--- config.mk ---
export PLATFORM = sky130hd
export DESIGN_NAME = tile_dispatch_top
export DESIGN_NICKNAME = d
export VERILOG_FILES = /design/src/rtl/tdisp_pkg.sv /design/src/rtl/tdisp_round_plan.sv /design/src/rtl/tdisp_done_rec.sv /design/src/rtl/tdisp_cycle_ctr.sv /design/src/rtl/tile_dispatch_top.sv
export SDC_FILE = /design/constraint.sdc
export NUM_CORES = 1
export LEC_CHECK = 0
export BUFFER_PORTS_ARGS = -buffer_cell sky130_fd_sc_hd__buf_2
export CAP_MARGIN = 20
export CORE_MARGIN = 2
export CORE_UTILIZATION = 54
export DETAILED_ROUTE_END_ITERATION = 12
export PLACE_DENSITY = 0.8
export SYNTH_ARGS = -nofsm -noshare
export SYNTH_HDL_FRONTEND = slang
export SYNTH_SLANG_ARGS = --single-unit
--- constraint.sdc ---
create_clock -name clk -period 2.68 [get_ports clk]
set_input_delay 0.536 -clock clk [delete_from_list [all_inputs] [get_ports clk]]
set_output_delay 0.536 -clock clk [all_outputs]
set_load 0.01 [all_outputs]
--- src/rtl/tdisp_pkg.sv ---
package tdisp_pkg;
   typedef enum logic [2:0] {
      ST_IDLE,
      ST_LOAD,
      ST_COMP,
      ST_STORE,
      ST_FIN
   } tdisp_state_e;

   localparam int unsigned ENG_NUM = 5;
   localparam int unsigned ENG_WL  = 0;
   localparam int unsigned ENG_FL  = 1;
   localparam int unsigned ENG_U1  = 2;
   localparam int unsigned ENG_U2  = 3;
   localparam int unsigned ENG_ST  = 4;
endpackage

--- src/rtl/tdisp_round_plan.sv ---
module tdisp_round_plan #(
   parameter int unsigned CNT_W = 8
) (
   input  logic [CNT_W-1:0] n1,
   input  logic [CNT_W-1:0] n2,
   input  logic [CNT_W-1:0] rnd,
   input  logic             fused,
   output logic [CNT_W-1:0] tot,
   output logic             u1_act,
   output logic             u2_act,
   output logic             last_rnd,
   output logic             need_feat,
   output logic             need_store
);
   logic first_rnd;

   always_comb begin
      tot        = (n1 > n2) ? n1 : n2;
      u1_act     = rnd < n1;
      u2_act     = rnd < n2;
      first_rnd  = rnd == '0;
      last_rnd   = ({1'b0, rnd} + 1'b1) == {1'b0, tot};
      need_feat  = !fused || first_rnd;
      need_store = !fused || last_rnd;
   end
endmodule

--- src/rtl/tdisp_done_rec.sv ---
module tdisp_done_rec #(
   parameter int unsigned N = 5
) (
   input  logic         clk,
   input  logic         rst_n,
   input  logic         clr,
   input  logic         issue,
   input  logic [N-1:0] done_i,
   input  logic [N-1:0] need,
   output logic         all_done
);
   logic [N-1:0] rec_q;
   logic [N-1:0] seen;

   for (genvar gi = 0; gi < N; gi++) begin : g_bit
      always_comb seen[gi] = rec_q[gi] | (done_i[gi] & need[gi] & ~issue);

      always_ff @(posedge clk or negedge rst_n) begin
         if (!rst_n)   rec_q[gi] <= 1'b0;
         else if (clr) rec_q[gi] <= 1'b0;
         else          rec_q[gi] <= seen[gi];
      end
   end

   assign all_done = &(seen | ~need);
endmodule

--- src/rtl/tdisp_cycle_ctr.sv ---
module tdisp_cycle_ctr #(
   parameter int unsigned W        = 32,
   parameter bit          SATURATE = 1'b1
) (
   input  logic         clk,
   input  logic         rst_n,
   input  logic         clr,
   input  logic         en,
   output logic [W-1:0] cnt,
   output logic [W-1:0] cnt_nxt
);
   if (SATURATE) begin : g_sat
      always_comb cnt_nxt = (&cnt) ? cnt : cnt + 1'b1;
   end else begin : g_wrap
      always_comb cnt_nxt = cnt + 1'b1;
   end

   always_ff @(posedge clk or negedge rst_n) begin
      if (!rst_n)   cnt <= '0;
      else if (clr) cnt <= '0;
      else if (en)  cnt <= cnt_nxt;
   end
endmodule

--- src/rtl/tile_dispatch_top.sv ---
module tile_dispatch_top
   import tdisp_pkg::*;
#(
   parameter int unsigned CNT_W        = 8,
   parameter int unsigned CYC_W        = 32,
   parameter bit          CYC_SATURATE = 1'b1
) (
   input  logic             clk,
   input  logic             rst_n,
   input  logic             desc_valid,
   output logic             desc_ready,
   input  logic [CNT_W-1:0] desc_num1,
   input  logic [CNT_W-1:0] desc_num2,
   input  logic             desc_fused,
   output logic             wload_start,
   input  logic             wload_done,
   output logic             fload_start,
   input  logic             fload_done,
   output logic             cu1_start,
   input  logic             cu1_done,
   output logic             cu2_start,
   input  logic             cu2_done,
   output logic             store_start,
   input  logic             store_done,
   output logic             layer_done,
   output logic [CYC_W-1:0] layer_cycles
);
   localparam int unsigned ENG = ENG_NUM;

   initial begin
      if (CNT_W < 1 || CNT_W > 16) $fatal(1, "CNT_W out of range");
      if (CYC_W < 8 || CYC_W > 64) $fatal(1, "CYC_W out of range");
   end

   tdisp_state_e     state_q;
   logic [CNT_W-1:0] n1_q, n2_q, rnd_q;
   logic             fused_q, issue_q;
   logic [CYC_W-1:0] cyc_q;

   logic [CNT_W-1:0] tot;
   logic             u1_act, u2_act, last_rnd, need_feat, need_store;
   logic [ENG-1:0]   need, done_vec, start_vec;
   logic             all_done, accept, zero_desc, rnd_start, busy, next_round;
   logic [CYC_W-1:0] cnt, cnt_nxt;

   tdisp_round_plan #(.CNT_W(CNT_W)) u_plan (
      .n1(n1_q), .n2(n2_q), .rnd(rnd_q), .fused(fused_q),
      .tot(tot), .u1_act(u1_act), .u2_act(u2_act), .last_rnd(last_rnd),
      .need_feat(need_feat), .need_store(need_store)
   );

   assign accept    = (state_q == ST_IDLE) && desc_valid;
   assign zero_desc = (desc_num1 == '0) && (desc_num2 == '0);
   assign busy      = (state_q == ST_LOAD) || (state_q == ST_COMP) || (state_q == ST_STORE);

   always_comb begin
      done_vec         = '0;
      done_vec[ENG_WL] = wload_done;
      done_vec[ENG_FL] = fload_done;
      done_vec[ENG_U1] = cu1_done;
      done_vec[ENG_U2] = cu2_done;
      done_vec[ENG_ST] = store_done;
   end

   always_comb begin
      need = '0;
      unique case (state_q)
         ST_LOAD: begin
            need[ENG_WL] = 1'b1;
            need[ENG_FL] = need_feat;
         end
         ST_COMP: begin
            need[ENG_U1] = u1_act;
            need[ENG_U2] = u2_act;
         end
         ST_STORE: need[ENG_ST] = 1'b1;
         default:  need = '0;
      endcase
   end

   assign next_round = all_done && !last_rnd &&
                       (((state_q == ST_COMP) && !need_store) || (state_q == ST_STORE));
   assign rnd_start  = (accept && !zero_desc) || next_round;

   tdisp_done_rec #(.N(ENG)) u_rec (
      .clk(clk), .rst_n(rst_n), .clr(rnd_start), .issue(issue_q),
      .done_i(done_vec), .need(need), .all_done(all_done)
   );

   tdisp_cycle_ctr #(.W(CYC_W), .SATURATE(CYC_SATURATE)) u_ctr (
      .clk(clk), .rst_n(rst_n), .clr(accept), .en(busy),
      .cnt(cnt), .cnt_nxt(cnt_nxt)
   );

   always_ff @(posedge clk or negedge rst_n) begin
      if (!rst_n) begin
         state_q <= ST_IDLE;
         n1_q    <= '0;
         n2_q    <= '0;
         rnd_q   <= '0;
         fused_q <= 1'b0;
         issue_q <= 1'b0;
         cyc_q   <= '0;
      end else begin
         issue_q <= 1'b0;
         unique case (state_q)
            ST_IDLE: if (accept) begin
               n1_q    <= desc_num1;
               n2_q    <= desc_num2;
               fused_q <= desc_fused;
               rnd_q   <= '0;
               if (zero_desc) begin
                  state_q <= ST_FIN;
                  cyc_q   <= '0;
               end else begin
                  state_q <= ST_LOAD;
                  issue_q <= 1'b1;
               end
            end
            ST_LOAD: if (all_done) begin
               state_q <= ST_COMP;
               issue_q <= 1'b1;
            end
            ST_COMP, ST_STORE: if (all_done) begin
               if ((state_q == ST_COMP) && need_store) begin
                  state_q <= ST_STORE;
                  issue_q <= 1'b1;
               end else if (last_rnd) begin
                  state_q <= ST_FIN;
                  cyc_q   <= cnt_nxt;
               end else begin
                  rnd_q   <= rnd_q + 1'b1;
                  state_q <= ST_LOAD;
                  issue_q <= 1'b1;
               end
            end
            ST_FIN:  state_q <= ST_IDLE;
            default: state_q <= ST_IDLE;
         endcase
      end
   end

   assign start_vec    = issue_q ? need : '0;
   assign wload_start  = start_vec[ENG_WL];
   assign fload_start  = start_vec[ENG_FL];
   assign cu1_start    = start_vec[ENG_U1];
   assign cu2_start    = start_vec[ENG_U2];
   assign store_start  = start_vec[ENG_ST];
   assign desc_ready   = state_q == ST_IDLE;
   assign layer_done   = state_q == ST_FIN;
   assign layer_cycles = cyc_q;
endmodule

Yosys cells after proc, flatten, opt, wreduce, memory -nomap -nowiden:

Cells that the tools add are included.

* bits in registers: 98
* logic and storage cells: 117
* input bits: 25

* equal/unequal tests: 12
* add/subtract/negate cells: 3
* multiplexer cells: 38
* $lt $le $gt $ge: 3
* reductions and logical operators: 30
* bitwise gates (word level): 18

Operator list (count)
* two-way mux 32 bit: 8
* one-hot mux 32 bit (2 select lines): 1
* two-way mux 8 bit: 5
* adder 32 x 1 -> 32 bit (second input constant): 1
* AND reduction 32 bit: 1
* logical NOT 8 bit: 3
* two-way mux 3 bit: 6
* less-than comparator 8 bit: 2
* one-hot mux 8 bit (2 select lines): 1
* two-way mux 1 bit: 12
* bitwise AND 1 bit: 10
* != test 2 bit (second input constant): 5
* AND reduction 5 bit: 2
* adder 8 x 1 -> 9 bit (second input constant): 1
* equality test 9 x 8 -> 1 bit: 1
* one-hot mux 3 bit (3 select lines): 1
* adder 8 x 1 -> 8 bit (second input constant): 1
* > comparator 8 bit: 1
* logical AND 1 bit: 7
* equality test 3 x 2 -> 1 bit (second input constant): 2
* logical OR 1 bit: 6
* AND reduction 6 bit: 1
* two-way mux 5 bit: 1
* inverter 5 bit: 1
* other kinds (14): 24

Longest topological paths before layout:

* word-level depth: 12
* mapped depth: 13
* depth with buffers taken out: 11

Hierarchy:

Synthesis repeated with hierarchy kept, for this count alone.

* cells, all modules: 648
* area, all modules: 6195.9 um^2

By module, submodules not included
* tile_dispatch_top: sequential area each 1526.5 um^2, instances 1, cells an instance 236, area an instance 2732.6 um^2
* tdisp_cycle_ctr: sequential area each 800.8 um^2, instances 1, cells an instance 278, area an instance 2313.5 um^2
* tdisp_round_plan: sequential area each 0.0 um^2, instances 1, cells an instance 107, area an instance 878.3 um^2
* tdisp_done_rec: sequential area each 125.1 um^2, instances 1, cells an instance 27, area an instance 271.5 um^2

Worst setup path before layout:

Ideal clock, no wire load.

* kind: reg2reg
* start point: reg n2_q[1]
* end point: reg cyc_q[10], in the netlist layer_cycles[10]
* library setup time: 0.119 ns
* setup slack: -0.176 ns
* stages on the path, launching flop included: 13
* data arrival time: 2.737 ns
* path through: dfrtp_1 > inv_1 > ha_1 > nor2b_1 > o211a_1 > o21ai_1 > a21oi_1 > a221o_2 > nor4_4 > a41o_2 > nand2_2 > buf_6 > o2bb2ai_2

* cells in the longest elaborated chain, start to end: 9
* elaborated cells on any way between the ends: 17
* classes of those cells: order compare (2); eq/ne (4); mux (2); bitwise (5); reduce/logical (4)

Ends and longest elaborated chain
* start: declaration: RTL line tile_dispatch_top.sv:36 `logic [CNT_W-1:0] n1_q, n2_q, rnd_q;`
* start signal: assignment: RTL line tile_dispatch_top.sv:109 `n2_q <= desc_num2;`
* less-than comparator 8 bit: RTL line tdisp_round_plan.sv:20 `u2_act = rnd < n2;`
* two-way mux 2 bit: RTL line tile_dispatch_top.sv:67 `unique case (state_q)`
* bitwise AND 1 bit (2 in a row): RTL line tdisp_done_rec.sv:16 `always_comb seen[gi] = rec_q[gi] | (done_i[gi] & need[gi] & ~issue);`
* OR 1 bit: RTL line tdisp_done_rec.sv:16
* OR 5 bit: RTL line tdisp_done_rec.sv:25 `assign all_done = &(seen | ~need);`
* AND reduction 5 bit: RTL line tdisp_done_rec.sv:25
* != test 2 bit (no source line)
* AND reduction 6 bit (no source line) (*)
* end signal: assignment: RTL line tile_dispatch_top.sv:130 `cyc_q <= cnt_nxt;`
* end: declaration: RTL line tile_dispatch_top.sv:38 `logic [CYC_W-1:0] cyc_q;`

Mark *: on every way between the ends. The rest lies on a longest branch, timed or not.
A chain may end at the register's enable or synchronous reset.

Final worst setup path:

* start point: reg n1_q[1]
* end point: reg cyc_q[6], in the netlist layer_cycles[6]

* cells in the longest elaborated chain, start to end: 9
* elaborated cells on any way between the ends: 17
* classes of those cells: order compare (2); eq/ne (4); mux (2); bitwise (5); reduce/logical (4)

Ends and longest elaborated chain
* start: declaration: RTL line tile_dispatch_top.sv:36
* start signal: assignment: RTL line tile_dispatch_top.sv:108 `n1_q <= desc_num1;`
* less-than comparator 8 bit: RTL line tdisp_round_plan.sv:19 `u1_act = rnd < n1;`
* two-way mux 2 bit: RTL line tile_dispatch_top.sv:67
* bitwise AND 1 bit (2 in a row): RTL line tdisp_done_rec.sv:16
* OR 1 bit: RTL line tdisp_done_rec.sv:16
* OR 5 bit: RTL line tdisp_done_rec.sv:25
* AND reduction 5 bit: RTL line tdisp_done_rec.sv:25
* != test 2 bit (no source line)
* AND reduction 6 bit (no source line) (*)

Marks and branches as above.

==> results.toml <==
[cells_and_area]
fill_cells = 853
fin_util = 0.687
n_antenna_cell = 0
drive_gt1_frac = 0.336
synthToLayoutAreaGrowth_pct = 25.2
ff_latch_area_um2 = 2450
fin_nets = 821
multi_input_area_um2 = 3720
final_cells = 919

[drt]
drc = 0
drt_wl_total_mm = 17.3
viasPerCell = 6.16
drt-pass1-iter-count = 5
drt_iter0_drc = 432
via_count = 5657
wl_per_cell_um = 18.8
ant_nets = 0

[yosys]
yosys_register_bits = 98
netlist_area_um2 = 6210
synth_ff_type = "dfrtp_1"
yosysUniqueCellTypes = 68
synth-warning-count = 0
synth_fp_nets = 697
syn_area_per_cell_um2 = 9.59
ys_async_sr_fraction = 1.00
synthCells = 647
ys_seq_area_frac = 0.395
synth_edf_count = 0

[timing]
setup_viol = 51
fmax_mhz = 330
finClkSkew_ns = 0.00860
hold_ws_ns = 0.131
worst_pin_slew_ns = 0.710
rsz0062_at_grt = "true"
fin_crit_sh = 1.13
timing.final.crit_period_ns = 3.03
max-slew-margin-rel = 0.525
slew_viol_final = 0
hold_violations = 0
worst_slack_ns = -0.353

[cts]
numCtsBuffers = 9
clock_sinks = 98
clk_pin_slew_ns = 0.07
clockRootBuffer = "clkbuf_16"
tritoncts = "yes"
htree_levels = 3
worstSkewPairLatency_ns = 0.35
hold_buffers = 0
clockBufferDepth = 2

[setup_path]
critPathLaunch = "n1_q[1]"
crit_fanout = 32
crit_arrival_ns = 3.31
start_kind = "flop"
reg2reg_to = "layer_cycles[6]"
reg2reg_from = "n1_q[1]"
r2r_slack_ns = -0.35
r2r_cells = 12
crit_type = "flop to flop"
end_kind = "flop"
worstPathRequired_ns = 2.96

[floorplanning]
dieArea_um2 = 12400
die_h_um = 111
initial_utilization = 0.548
core_area_um2 = 11300
dieWidth_um = 111
rows = 39
io_pins = 64

[global_route]
grtUsageTotal = 0.278
grt_pass1_wl_mm = 28.0
grt_pass1_vias = 5566
antenna_found_initial = 0
grt_max_degree = 52
grt_overflow = 0

[placed_design]
routabilityCongestion = 0.956
dpl.cell_count = 891
port_buffers = 63
hpwl_mm = 11.9

[power]
static-leakage-power_nw = 3.47
ir_worst_vdd_v = 0.000778
p_total_mw = 7.64
p_per_area_nw_per_um2 = 983

[run_status]
status = "finished, violations left"
violations = "setup timing"

[flow_run]
cap_violations = 0

[min_path]
hp-class = "input port to asynchronous set/reset pin"
[cells in the final DEF, fill, tap and decap left out, drive strengths merged, types with 16 or more instances in the layout]
cell type,n
buf,146
dfrtp,98
nand2,84
o21ai,70
o2bb2ai,32
nor2,27
xnor2,26
ha,25
inv,25
a21oi,23
o31ai,16
and2,16
[worst max path at each step]
stage	to	slack, ns	cells after the start
after global placement	u_rec.rec_q[1]	-0.14	11
final	layer_cycles[6]	-0.35	12
after global routing	layer_cycles[0]	-0.43	12
after detailed placement	u_rec.rec_q[4]	-0.32	11
after floorplan	layer_cycles[10]	-0.02	12
after CTS	layer_cycles[6]	-0.27	11
[cell type report]
type | instances | share of cell area
well taps | 143 | 0.0230
clock buffers | 9 | 0.0290
flip-flops and latches | 98 | 0.316
inverters | 24 | 0.0122
repair buffers | 146 | 0.132
multi-input cells | 492 | 0.479
clock inverters | 7 | 0.00837
[cells in the mapped netlist (7+ instances only)]
library cell  number  share of area
dfrtp_1           98           0.40
nand2_1           83          0.050
o21ai_0           64          0.052
o2bb2ai_2         30          0.073
nor2_1            27          0.016
ha_1              25          0.050
xnor2_1           25          0.035
inv_1             24          0.015
a21oi_1           23          0.019
clkbuf_1          17          0.010
o31ai_1           16          0.019
and3_1            15          0.015
nand3_1           15          0.012
nor3_1            15          0.012
and2_1            14          0.014
xor2_1            14          0.020
nand4_1           12          0.012
buf_6             10          0.018
a21o_1             9          0.011
nor2b_1            9         0.0091
a22o_1             8          0.011
and4_1             7         0.0099
[worst max-delay path, cell delays in order (launching register included)]
cell and delay [ns]:
dfrtp_1 0.42, ha_4 0.28, buf_4 0.10, and4_4 0.28, nand2_8 0.10, nand2_2 0.13
o221ai_2 0.15, a221o_2 0.42, nor4_4 0.36, and2_4 0.24, nand4_4 0.10, buf_12 0.19
o2bb2ai_2 0.17
[power breakdown]
part | leakage, nW | total (mW) | switching (mW) | internal, mW
logic | 2.02 | 4.42 | 2.43 | 1.99
clock network | 0.131 | 1.27 | 0.624 | 0.644
registers | 1.32 | 1.95 | 0.230 | 1.72
total | 3.47 | 7.64 | 3.28 | 4.36
[state kept, by name, summed over array words and instances, names as in the netlist]
register and flops:
layer_cycles 32, u_ctr.cnt 32, n1_q 8, n2_q 8
rnd_q 8, u_rec.rec_q 5, state_q 3, fused_q 1
issue_q 1
[routing by layer]
| metal | vias to the layer above | routed length, µm | share of wire | track usage |
|---|---|---|---|---|
| met5 | - | 0 | 0 | 0 |
| met4 | 0 | 303 | 0.017 | 0.0807 |
| met3 | 27 | 1170 | 0.068 | 0.0410 |
| met2 | 256 | 8490 | 0.49 | 0.475 |
| met1 | 2751 | 7360 | 0.42 | 0.368 |
| li1 | 2623 | - | - | - |
[stage by stage]
| stage | setup slack (ns) | cell area, µm² | setup TNS [ns] |
|---|---|---|---|
| floorplan | -0.0246 | 6260 | -0.724 |
| global placement | -0.136 | 7110 | -5.22 |
| detailed placement | -0.315 | 7110 | -11.65 |
| CTS | -0.274 | 7550 | -11.42 |
| global route | -0.429 | 7770 | -18.41 |
| finish | -0.353 | 7770 | -15.18 |
[cell families (layout without fill, tap and decap cells)]
logic type                 count (synthesis)  in the layout  share of synthesized area
AOI/OAI and AO/OA                        200            200                      0.252
DFF                                       98             98                      0.395
xor gates and xnor gates                  41             41                     0.0619
and+or+nand+nor                          222            222                      0.185
adders and majority gates                 25             25                     0.0504
muxes                                      4              4                    0.00665
buffers and inverters                     57            186                     0.0490
[what timing repair did]
action                                  CTS  global route
endpoints found under the hold margin     0             0
endpoints found under the setup margin   49            58
resized for setup                        30            35
pin swaps                                16            11
setup buffers                             5             8
Note: power is estimated with default switching activity, not from simulation.
